**src/rtl/rec_pkg.sv**
```systemverilog
`timescale 1ns/1ps
package rec_pkg;
  localparam int ADDR_W = 5;
  localparam logic [ADDR_W-1:0] A_EN   = 5'h00;
  localparam logic [ADDR_W-1:0] A_SEL  = 5'h01;
  localparam logic [ADDR_W-1:0] A_SMPL = 5'h02;
  localparam logic [ADDR_W-1:0] A_SRST = 5'h03;
  localparam logic [ADDR_W-1:0] A_WDOG = 5'h04;
  localparam logic [ADDR_W-1:0] A_DBG  = 5'h05;
  localparam logic [ADDR_W-1:0] A_STAT = 5'h06;
  localparam logic [ADDR_W-1:0] A_MASK = 5'h07;
  localparam logic [ADDR_W-1:0] A_CLR  = 5'h08;
  localparam logic [ADDR_W-1:0] A_EHR  = 5'h10;
  localparam int NSTAT   = 5;
  localparam int ST_FULL = 0;
  localparam int ST_AC   = 1;
  localparam int ST_WD   = 2;
  localparam int ST_REP  = 3;
  localparam int ST_VN   = 4;
  typedef logic [NSTAT-1:0] stat_t;
endpackage

```
**src/rtl/rec_sampler.sv**
```systemverilog
`timescale 1ns/1ps
module rec_sampler #(
  parameter int N_SRC  = 4,
  parameter int SMPL_W = 16,
  parameter int SEL_W  = 2
) (
  input  logic              clk,
  input  logic              rst_n,
  input  logic              clr,
  input  logic              run,
  input  logic [SMPL_W-1:0] div,
  input  logic [SEL_W-1:0]  sel,
  input  logic [N_SRC-1:0]  raw,
  output logic              tick,
  output logic              smp
);
  logic [SMPL_W-1:0] cnt;

  assign tick = run && (div != '0) && (cnt == div - SMPL_W'(1));
  assign smp  = raw[sel];

  always_ff @(posedge clk or negedge rst_n) begin
    if (!rst_n)   cnt <= '0;
    else if (clr) cnt <= '0;
    else if (run) cnt <= tick ? '0 : cnt + SMPL_W'(1);
  end
endmodule

```
**src/rtl/rec_vn.sv**
```systemverilog
`timescale 1ns/1ps
module rec_vn #(
  parameter int STALL = 64
) (
  input  logic clk,
  input  logic rst_n,
  input  logic clr,
  input  logic tick,
  input  logic smp,
  input  logic bypass,
  output logic bv,
  output logic bb,
  output logic stall_err
);
  localparam int SW = $clog2(STALL + 1);
  logic          half, half_v;
  logic [SW-1:0] idle;
  logic          pair_dead;

  always_comb begin
    bv = 1'b0;
    bb = smp;
    if (tick) begin
      if (bypass) bv = 1'b1;
      else if (half_v && (half != smp)) begin
        bv = 1'b1;
        bb = half;
      end
    end
  end

  assign pair_dead = tick && !bypass && half_v && (half == smp);
  assign stall_err = pair_dead && (idle == SW'(STALL - 1));

  always_ff @(posedge clk or negedge rst_n) begin
    if (!rst_n) begin
      half <= 1'b0; half_v <= 1'b0; idle <= '0;
    end else if (clr) begin
      half_v <= 1'b0; idle <= '0;
    end else begin
      if (tick && !bypass) begin
        if (!half_v) begin half <= smp; half_v <= 1'b1; end
        else half_v <= 1'b0;
      end
      if (bv) idle <= '0;
      else if (pair_dead) idle <= stall_err ? '0 : idle + SW'(1);
    end
  end
endmodule

```
**src/rtl/rec_health.sv**
```systemverilog
`timescale 1ns/1ps
module rec_health #(
  parameter int RUN = 32
) (
  input  logic clk,
  input  logic rst_n,
  input  logic clr,
  input  logic bv,
  input  logic bb,
  output logic ac_err
);
  localparam int RW = $clog2(RUN + 1);
  logic          last;
  logic [RW-1:0] len;
  logic          same;

  assign same   = (len != '0) && (bb == last);
  assign ac_err = bv && same && (len == RW'(RUN - 1));

  always_ff @(posedge clk or negedge rst_n) begin
    if (!rst_n) begin
      last <= 1'b0; len <= '0;
    end else if (clr) begin
      len <= '0;
    end else if (bv) begin
      last <= bb;
      len  <= same ? len + RW'(1) : RW'(1);
    end
  end
endmodule

```
**src/rtl/rosc_entropy_core.sv**
```systemverilog
`timescale 1ns/1ps
module rosc_entropy_core
  import rec_pkg::*;
#(
  parameter int N_SRC     = 4,
  parameter int SMPL_W    = 16,
  parameter int EHR_WORDS = 6,
  parameter int AC_RUN    = 32,
  parameter int VN_STALL  = 64,
  parameter int RST_CYC   = 8
) (
  input  logic              clk,
  input  logic              rst_n,
  input  logic [N_SRC-1:0]  raw_src,
  input  logic              reg_wr,
  input  logic              reg_rd,
  input  logic [ADDR_W-1:0] reg_addr,
  input  logic [31:0]       reg_wdata,
  output logic [31:0]       reg_rdata,
  output logic              irq
);
  localparam int SEL_W    = (N_SRC > 1) ? $clog2(N_SRC) : 1;
  localparam int EHR_BITS = EHR_WORDS * 32;
  localparam int NB_W     = $clog2(EHR_BITS + 1);
  localparam int IDX_W    = (EHR_WORDS > 1) ? $clog2(EHR_WORDS) : 1;
  localparam int RC_W     = $clog2(RST_CYC + 1);

  logic                en_q, run_q, byp_q, have_prev;
  logic [SEL_W-1:0]    sel_q;
  logic [SMPL_W-1:0]   smpl_q;
  logic [31:0]         wd_lim_q, wd_cnt;
  stat_t               stat_q, mask_q, set_v, clr_v;
  logic [EHR_BITS-1:0] ehr_q, ehr_d, prev_q, blk_new;
  logic [NB_W-1:0]     nbits;
  logic [RC_W-1:0]     busy_cnt;
  logic [31:0]         ehr_w [EHR_WORDS];
  logic                busy, wr_ok, start, srst, clr_core;
  logic                tick, smp, bv, bb, bv_g, vn_err, ac_err, ac_g;
  logic                full_now, wd_hit, stop, is_ehr, rd_clr;
  logic [ADDR_W-1:0]   ew_off;
  logic [IDX_W-1:0]    ehr_idx;

  assign busy     = (busy_cnt != '0);
  assign wr_ok    = reg_wr && !busy;
  assign start    = wr_ok && (reg_addr == A_EN) && reg_wdata[0];
  assign srst     = wr_ok && (reg_addr == A_SRST) && reg_wdata[0];
  assign clr_core = start || srst || busy;

  assign ew_off  = reg_addr - A_EHR;
  assign is_ehr  = (reg_addr >= A_EHR) && (ew_off < ADDR_W'(EHR_WORDS));
  assign ehr_idx = ew_off[IDX_W-1:0];
  assign rd_clr  = reg_rd && is_ehr && !busy;

  rec_sampler #(.N_SRC(N_SRC), .SMPL_W(SMPL_W), .SEL_W(SEL_W)) u_smp (
    .clk(clk), .rst_n(rst_n), .clr(clr_core), .run(run_q), .div(smpl_q),
    .sel(sel_q), .raw(raw_src), .tick(tick), .smp(smp));

  rec_vn #(.STALL(VN_STALL)) u_vn (
    .clk(clk), .rst_n(rst_n), .clr(clr_core), .tick(tick), .smp(smp),
    .bypass(byp_q), .bv(bv), .bb(bb), .stall_err(vn_err));

  rec_health #(.RUN(AC_RUN)) u_hl (
    .clk(clk), .rst_n(rst_n), .clr(clr_core), .bv(bv), .bb(bb), .ac_err(ac_err));

  assign bv_g     = bv && !clr_core;
  assign ac_g     = ac_err && bv_g;
  assign blk_new  = {ehr_q[EHR_BITS-2:0], bb};
  assign full_now = bv_g && (nbits == NB_W'(EHR_BITS - 1));
  assign wd_hit   = run_q && !clr_core && (wd_lim_q != '0) &&
                    (wd_cnt == wd_lim_q - 32'd1) && !full_now;
  assign stop     = full_now || ac_g || wd_hit;

  always_comb begin
    set_v          = '0;
    set_v[ST_FULL] = full_now;
    set_v[ST_AC]   = ac_g;
    set_v[ST_WD]   = wd_hit;
    set_v[ST_REP]  = full_now && have_prev && (blk_new == prev_q);
    set_v[ST_VN]   = vn_err && !clr_core;
    clr_v = (wr_ok && reg_addr == A_CLR) ? reg_wdata[NSTAT-1:0] : '0;
  end

  always_comb begin
    ehr_d = bv_g ? blk_new : ehr_q;
    for (int i = 0; i < EHR_WORDS; i++)
      if (rd_clr && ehr_idx == IDX_W'(i)) ehr_d[i*32 +: 32] = '0;
  end

  for (genvar g = 0; g < EHR_WORDS; g++) begin : g_word
    assign ehr_w[g] = ehr_q[g*32 +: 32];
  end

  always_ff @(posedge clk or negedge rst_n) begin
    if (!rst_n) begin
      busy_cnt <= '0; en_q <= 1'b0; run_q <= 1'b0; sel_q <= '0; smpl_q <= '0;
      wd_lim_q <= '0; byp_q <= 1'b0; stat_q <= '0; mask_q <= '1; ehr_q <= '0;
      prev_q <= '0; have_prev <= 1'b0; nbits <= '0; wd_cnt <= '0;
    end else if (srst || busy) begin
      busy_cnt <= srst ? RC_W'(RST_CYC) : busy_cnt - RC_W'(1);
      en_q <= 1'b0; run_q <= 1'b0; sel_q <= '0; smpl_q <= '0;
      wd_lim_q <= '0; byp_q <= 1'b0; stat_q <= '0; mask_q <= '1; ehr_q <= '0;
      prev_q <= '0; have_prev <= 1'b0; nbits <= '0; wd_cnt <= '0;
    end else begin
      if (wr_ok && reg_addr == A_EN) begin
        en_q  <= reg_wdata[0];
        run_q <= reg_wdata[0];
      end else if (stop) run_q <= 1'b0;
      if (!en_q && wr_ok) begin
        if (reg_addr == A_SEL)  sel_q  <= reg_wdata[SEL_W-1:0];
        if (reg_addr == A_SMPL) smpl_q <= reg_wdata[SMPL_W-1:0];
        if (reg_addr == A_DBG)  byp_q  <= reg_wdata[0];
      end
      if (wr_ok && reg_addr == A_WDOG) wd_lim_q <= reg_wdata;
      if (wr_ok && reg_addr == A_MASK) mask_q   <= reg_wdata[NSTAT-1:0];
      stat_q <= (stat_q & ~clr_v) | set_v;
      ehr_q  <= ehr_d;
      if (start || full_now) nbits <= '0;
      else if (bv_g)         nbits <= nbits + NB_W'(1);
      if (start)      wd_cnt <= '0;
      else if (run_q) wd_cnt <= wd_cnt + 32'd1;
      if (full_now) begin
        prev_q    <= blk_new;
        have_prev <= 1'b1;
      end
    end
  end

  always_comb begin
    reg_rdata = '0;
    if (is_ehr) reg_rdata = ehr_w[ehr_idx];
    else begin
      case (reg_addr)
        A_EN:    reg_rdata[0]            = en_q;
        A_SEL:   reg_rdata[SEL_W-1:0]    = sel_q;
        A_SMPL:  reg_rdata[SMPL_W-1:0]   = smpl_q;
        A_WDOG:  reg_rdata               = wd_lim_q;
        A_DBG:   reg_rdata[0]            = byp_q;
        A_STAT:  reg_rdata[NSTAT-1:0]    = stat_q;
        A_MASK:  reg_rdata[NSTAT-1:0]    = mask_q;
        default: reg_rdata               = '0;
      endcase
    end
  end

  assign irq = |(stat_q & ~mask_q);
endmodule

```
**config.mk**
```make
export PLATFORM = sky130hd
export DESIGN_NAME = rosc_entropy_core
export DESIGN_NICKNAME = d
export VERILOG_FILES = /design/src/rtl/rec_pkg.sv /design/src/rtl/rec_sampler.sv /design/src/rtl/rec_vn.sv /design/src/rtl/rec_health.sv /design/src/rtl/rosc_entropy_core.sv
export SDC_FILE = /design/constraint.sdc
export NUM_CORES = 1
export LEC_CHECK = 0
export ABC_CLOCK_PERIOD_IN_PS = 2900
export BUFFER_PORTS_ARGS = -buffer_cell sky130_fd_sc_hd__buf_2
export CELL_PAD_IN_SITES_DETAIL_PLACEMENT = 1
export CELL_PAD_IN_SITES_GLOBAL_PLACEMENT = 1
export CORE_ASPECT_RATIO = 0.6
export CORE_MARGIN = 2
export CORE_UTILIZATION = 44
export DETAILED_ROUTE_END_ITERATION = 6
export GPL_TIMING_DRIVEN = 0
export HOLD_SLACK_MARGIN = 0.03
export PLACE_DENSITY = 0.79
export SLEW_MARGIN = 10
export SYNTH_ARGS = -nofsm -noshare
export SYNTH_HDL_FRONTEND = slang
export SYNTH_SLANG_ARGS = --single-unit
```
**constraint.sdc**
```tcl
create_clock -name clk -period 2.9 [get_ports clk]
set_input_delay 0.29 -clock clk [delete_from_list [all_inputs] [get_ports clk]]
set_output_delay 0.29 -clock clk [all_outputs]
set_load 0.1 [all_outputs]
```
==> flow_metrics.py <==
metrics = {
    "cells_and_area": {
        "area_delta_synth_final_pct": 29.73,
        "final_layout_size_suffix_gt1_share_pct": 26.62,
        "nFillCells": 6965,
        "nets": 3531,
        "seq_area_mm2": 0.01315,
        "multiInputGateArea_mm2": 0.01554,
        "fin_area_mm2": 0.03663,
    },
    "clocking": {
        "cts.htree.levels": 2,
        "clockBufferDepth": 3,
        "clock_latency_ns": 0.67,
        "clock_tree.root_cell": "clkbuf_16",
        "clkTransAtPathRegs_ns": 0.07,
        "cts_made_buffers": 53,
        "clkSinkCount": 524,
        "cts_tree": "yes",
    },
    "synth": {
        "ys_warn_count": 0,
        "synth_cell_type_count": 79,
        "yosysTopAreaCell": "dfrtp_1",
        "synth_cells": 3181,
        "synthFlopType": "dfrtp_1",
        "synth_seq_cells": 524,
        "postSynthAreaPerCell_um2": 8.876,
        "synth_edf_count": 0,
        "syn_nets": 3237,
        "async_reset_ff_share_pct": 100.0,
        "yosys-top-cells-area": "dfrtp_1 46%, nand2_1 9.7%, a21oi_1 5.0%",
        "synth_most_common_cell": "nand2_1",
        "syn_area_mm2": 0.02823,
        "synthTopCellsByCount": "726 x nand2_1, 519 x dfrtp_1, 281 x a21oi_1",
        "ys_seq_area_share_pct": 46.46,
        "synth_top_area_share_pct": 46.00,
    },
    "floorplan": {
        "die_area_mm2": 0.06628,
        "ioPinCount": 78,
        "dieWidth_um": 331.0,
        "die_y_um": 200.2,
        "core_area_mm2": 0.06307,
        "start_util_pct": 44.76,
        "fp-row-count": 71,
    },
    "sta": {
        "fin_ws_ns": -0.5963,
        "clock.fmax_mhz": 286.0,
        "tightest_slew_ns": 1.128,
        "hold_viol": 0,
        "clock_skew_ns": 0.02300,
        "tns_ns": -178.22,
        "setup_viol": 472,
        "holdWs_ns": 0.1137,
        "slew_headroom_pct": 24.56,
        "rsz0062_at_grt": "yes",
        "report.final.slew_viol_count": 0,
        "fin_crit_sh_pct": 120.6,
        "period_needed_ns": 3.496,
    },
    "power_and_ir_drop": {
        "switching_power_mw": 4.826,
        "seqPwrFrac_pct": 44.6,
        "totalPowerFinal_mw": 16.52,
        "p_clk_share_pct": 44.1,
        "power_density_mw_per_mm2": 451.1,
        "swShare_pct": 29.21,
        "p_int_mw": 11.70,
        "peakVddDrop_uv": 446.7,
        "p_leak_nw": 15.52,
        "p_comb_share_pct": 11.2,
    },
    "critical_path": {
        "cp_slowest_stage_delay_ns": 0.72,
        "r2r_setup_slack_ns": -0.60,
        "crit_fanout": 4,
        "crit_type": "register to register",
        "cp_common_cell": "nand4_1",
        "r2r_cells": 7,
        "rr_endpoint": "stat_q[3]",
        "arrival_ns": 4.07,
        "cp_data_required_time_ns": 3.47,
        "crit_slowest_cell": "nor4_1",
        "crit_chain": "inv_1 > o2bb2ai_1 > nor4_1 > nand4_1 > nor3_2 > nand4_1 > o31ai_4",
        "end_kind": "register",
        "crit-reg2reg-launch": "ehr_q[85]",
        "cp-start-kind": "register",
    },
    "placement": {
        "place_hpwl_um": 106800,
        "globalplace.congestion": 1.019,
        "portBuffers": 75,
        "placed_area_mm2": 0.03021,
    },
    "job": {
        "drv_cap": 0,
    },
    "global_routing": {
        "met1_usage_pct": 62.59,
        "grtUsageMet3_pct": 21.47,
        "top_usage_layer": "met1",
        "grt_pass1_vias": 28690,
        "grt_overflow": 0,
        "antenna_found_initial": 9,
        "grtUsageMet2_pct": 55.76,
        "grt_use_total_pct": 43.19,
        "grt_pass1_wl_um": 205800,
        "grt_max_degree": 101,
    },
    "drt": {
        "routed_wl_um": 150200,
        "via_per_inst": 6.677,
        "first_pass_iters": 6,
        "num_vias": 29120,
        "routedWlPerCell_um": 34.43,
        "route.detailed.drc": 0,
        "drt-initial-drc-count": 4086,
        "postRouteAntennaNets": 0,
    },
    "run_status": {
        "violations": "negative setup slack",
        "status": "finished, violations left",
    },
    "worst_hold_path": {
        "hp-class": "input pin to asynchronous set/reset pin",
    },
}
-- power by group through the flow --
stage,clock network (mW),registers [mW],logic (mW)
after floorplan,0,7.50,0.814
after global placement,0,7.51,1.50
after detailed placement,0,7.51,1.60
after CTS,7.23,7.38,1.72
after global routing,7.54,7.38,1.91
final,7.29,7.38,1.86
-- flip-flops by register name (all words and copies together) (netlist names) --
signal / flops
wd_cnt: 32
smpl_q: 16
run_q: 1
wd_lim_q: 32
mask_q: 5
u_vn.half: 1
sel_q: 2
u_vn.half_v: 1
stat_q: 5
have_prev: 1
u_vn.idle: 7
u_smp.cnt: 16
busy_cnt: 4
u_hl.len: 6
ehr_q: 192
nbits: 8
byp_q: 1
u_hl.last: 1
prev_q: 192
en_q: 1
-- kinds of logic after synthesis --
| family | count (synthesis) | share of synthesized area (%) |
|---|---|---|
| mux | 71 | 4.046 |
| compound gates | 749 | 16.55 |
| fa+ha+maj | 11 | 0.4875 |
| simple gates | 1289 | 21.42 |
| flops | 524 | 46.46 |
| buf+inv | 347 | 5.145 |
| xor+xnor | 190 | 5.894 |
-- area by class of cell --
type | count | area share, %
sequential | 524 | 35.90
inverter | 127 | 1.301
tap | 839 | 2.866
clock inverter | 12 | 0.4782
buffer | 200 | 4.987
clock buffer | 84 | 4.212
antenna | 6 | 0.04099
timing repair buffer | 259 | 7.785
multi-input combinational | 2310 | 42.43
-- per-layer routing --
layer / wire length, um / part of all wire [%]
met1: 61470 / 41
met2: 58080 / 39
met3: 25290 / 17
met4: 5154 / 3.4
met5: 152 / 0.10
-- placed cells by master, fill, tap and decap left out, types with 32 or more instances in the layout --
cell type,synthesis,final
nand2_1,726,618
dfrtp_1,519,495
a21oi_1,281,166
inv_1,126,124
nand3_1,151,120
a21oi_2,0,114
nor2_1,113,107
xor2_1,104,104
o21ai_0,137,102
buf_4,3,87
clkbuf_1,135,86
xnor2_1,86,85
buf_2,48,80
nand3_2,50,78
clkbuf_16,0,78
o21ai_1,40,70
o21ai_2,50,55
nand2_4,0,54
nand2_2,0,52
buf_12,0,49
a22o_1,48,48
nand4_1,43,43
a221oi_1,37,37
nor4_1,45,34
mux4_2,34,34
o22ai_1,34,33
dlygate4sd3_1,0,32
-- what timing repair did --
| item | 4_1_cts | 5_1_grt |
|---|---|---|
| resized for setup | 486 | 299 |
| setup endpoints to repair | 501 | 493 |
| hold endpoints to repair | 167 | 0 |
| buffers inserted | 61 | 56 |
| cloned | 19 | 11 |
| pin swaps | 103 | 45 |
| hold buffers | 32 | 0 |
-- worst max path at each step --
| stage | from | to | slack [ns] |
|---|---|---|---|
| 2_1_floorplan | reg_addr[0] | reg_rdata[1] | -0.16 |
| 6_report | ehr_q[85] | stat_q[3] | -0.60 |
| 3_5_place_dp | smpl_q[0] | ehr_q[163] | -1.85 |
| 3_3_place_gp | rst_n | u_smp.cnt[11] | -9.60 |
| 5_1_grt | smpl_q[3] | prev_q[89] | -0.62 |
| 4_1_cts | smpl_q[4] | prev_q[160] | -0.41 |
-- worst max-delay path, delay by kind of cell (launching register included) --
kind	cells	cell delay (ns)
buffers and inverters	1	0.27
and+or+nand+nor	4	2.15
DFF	1	0.50
AOI/OAI and AO/OA	2	0.46
-- stage by stage --
stage | std cells | worst slack, ns | utilization (%)
5_1_grt | 4357 | -0.6233 | 58.06
4_1_cts | 4301 | -0.4115 | 55.55
3_3_place_gp | 4095 | -9.597 | 47.56
2_1_floorplan | 3181 | -0.1626 | -
3_5_place_dp | 4103 | -1.849 | 47.90
6_report | 4361 | -0.5963 | 58.08
Power figures use the tool's default switching activity.
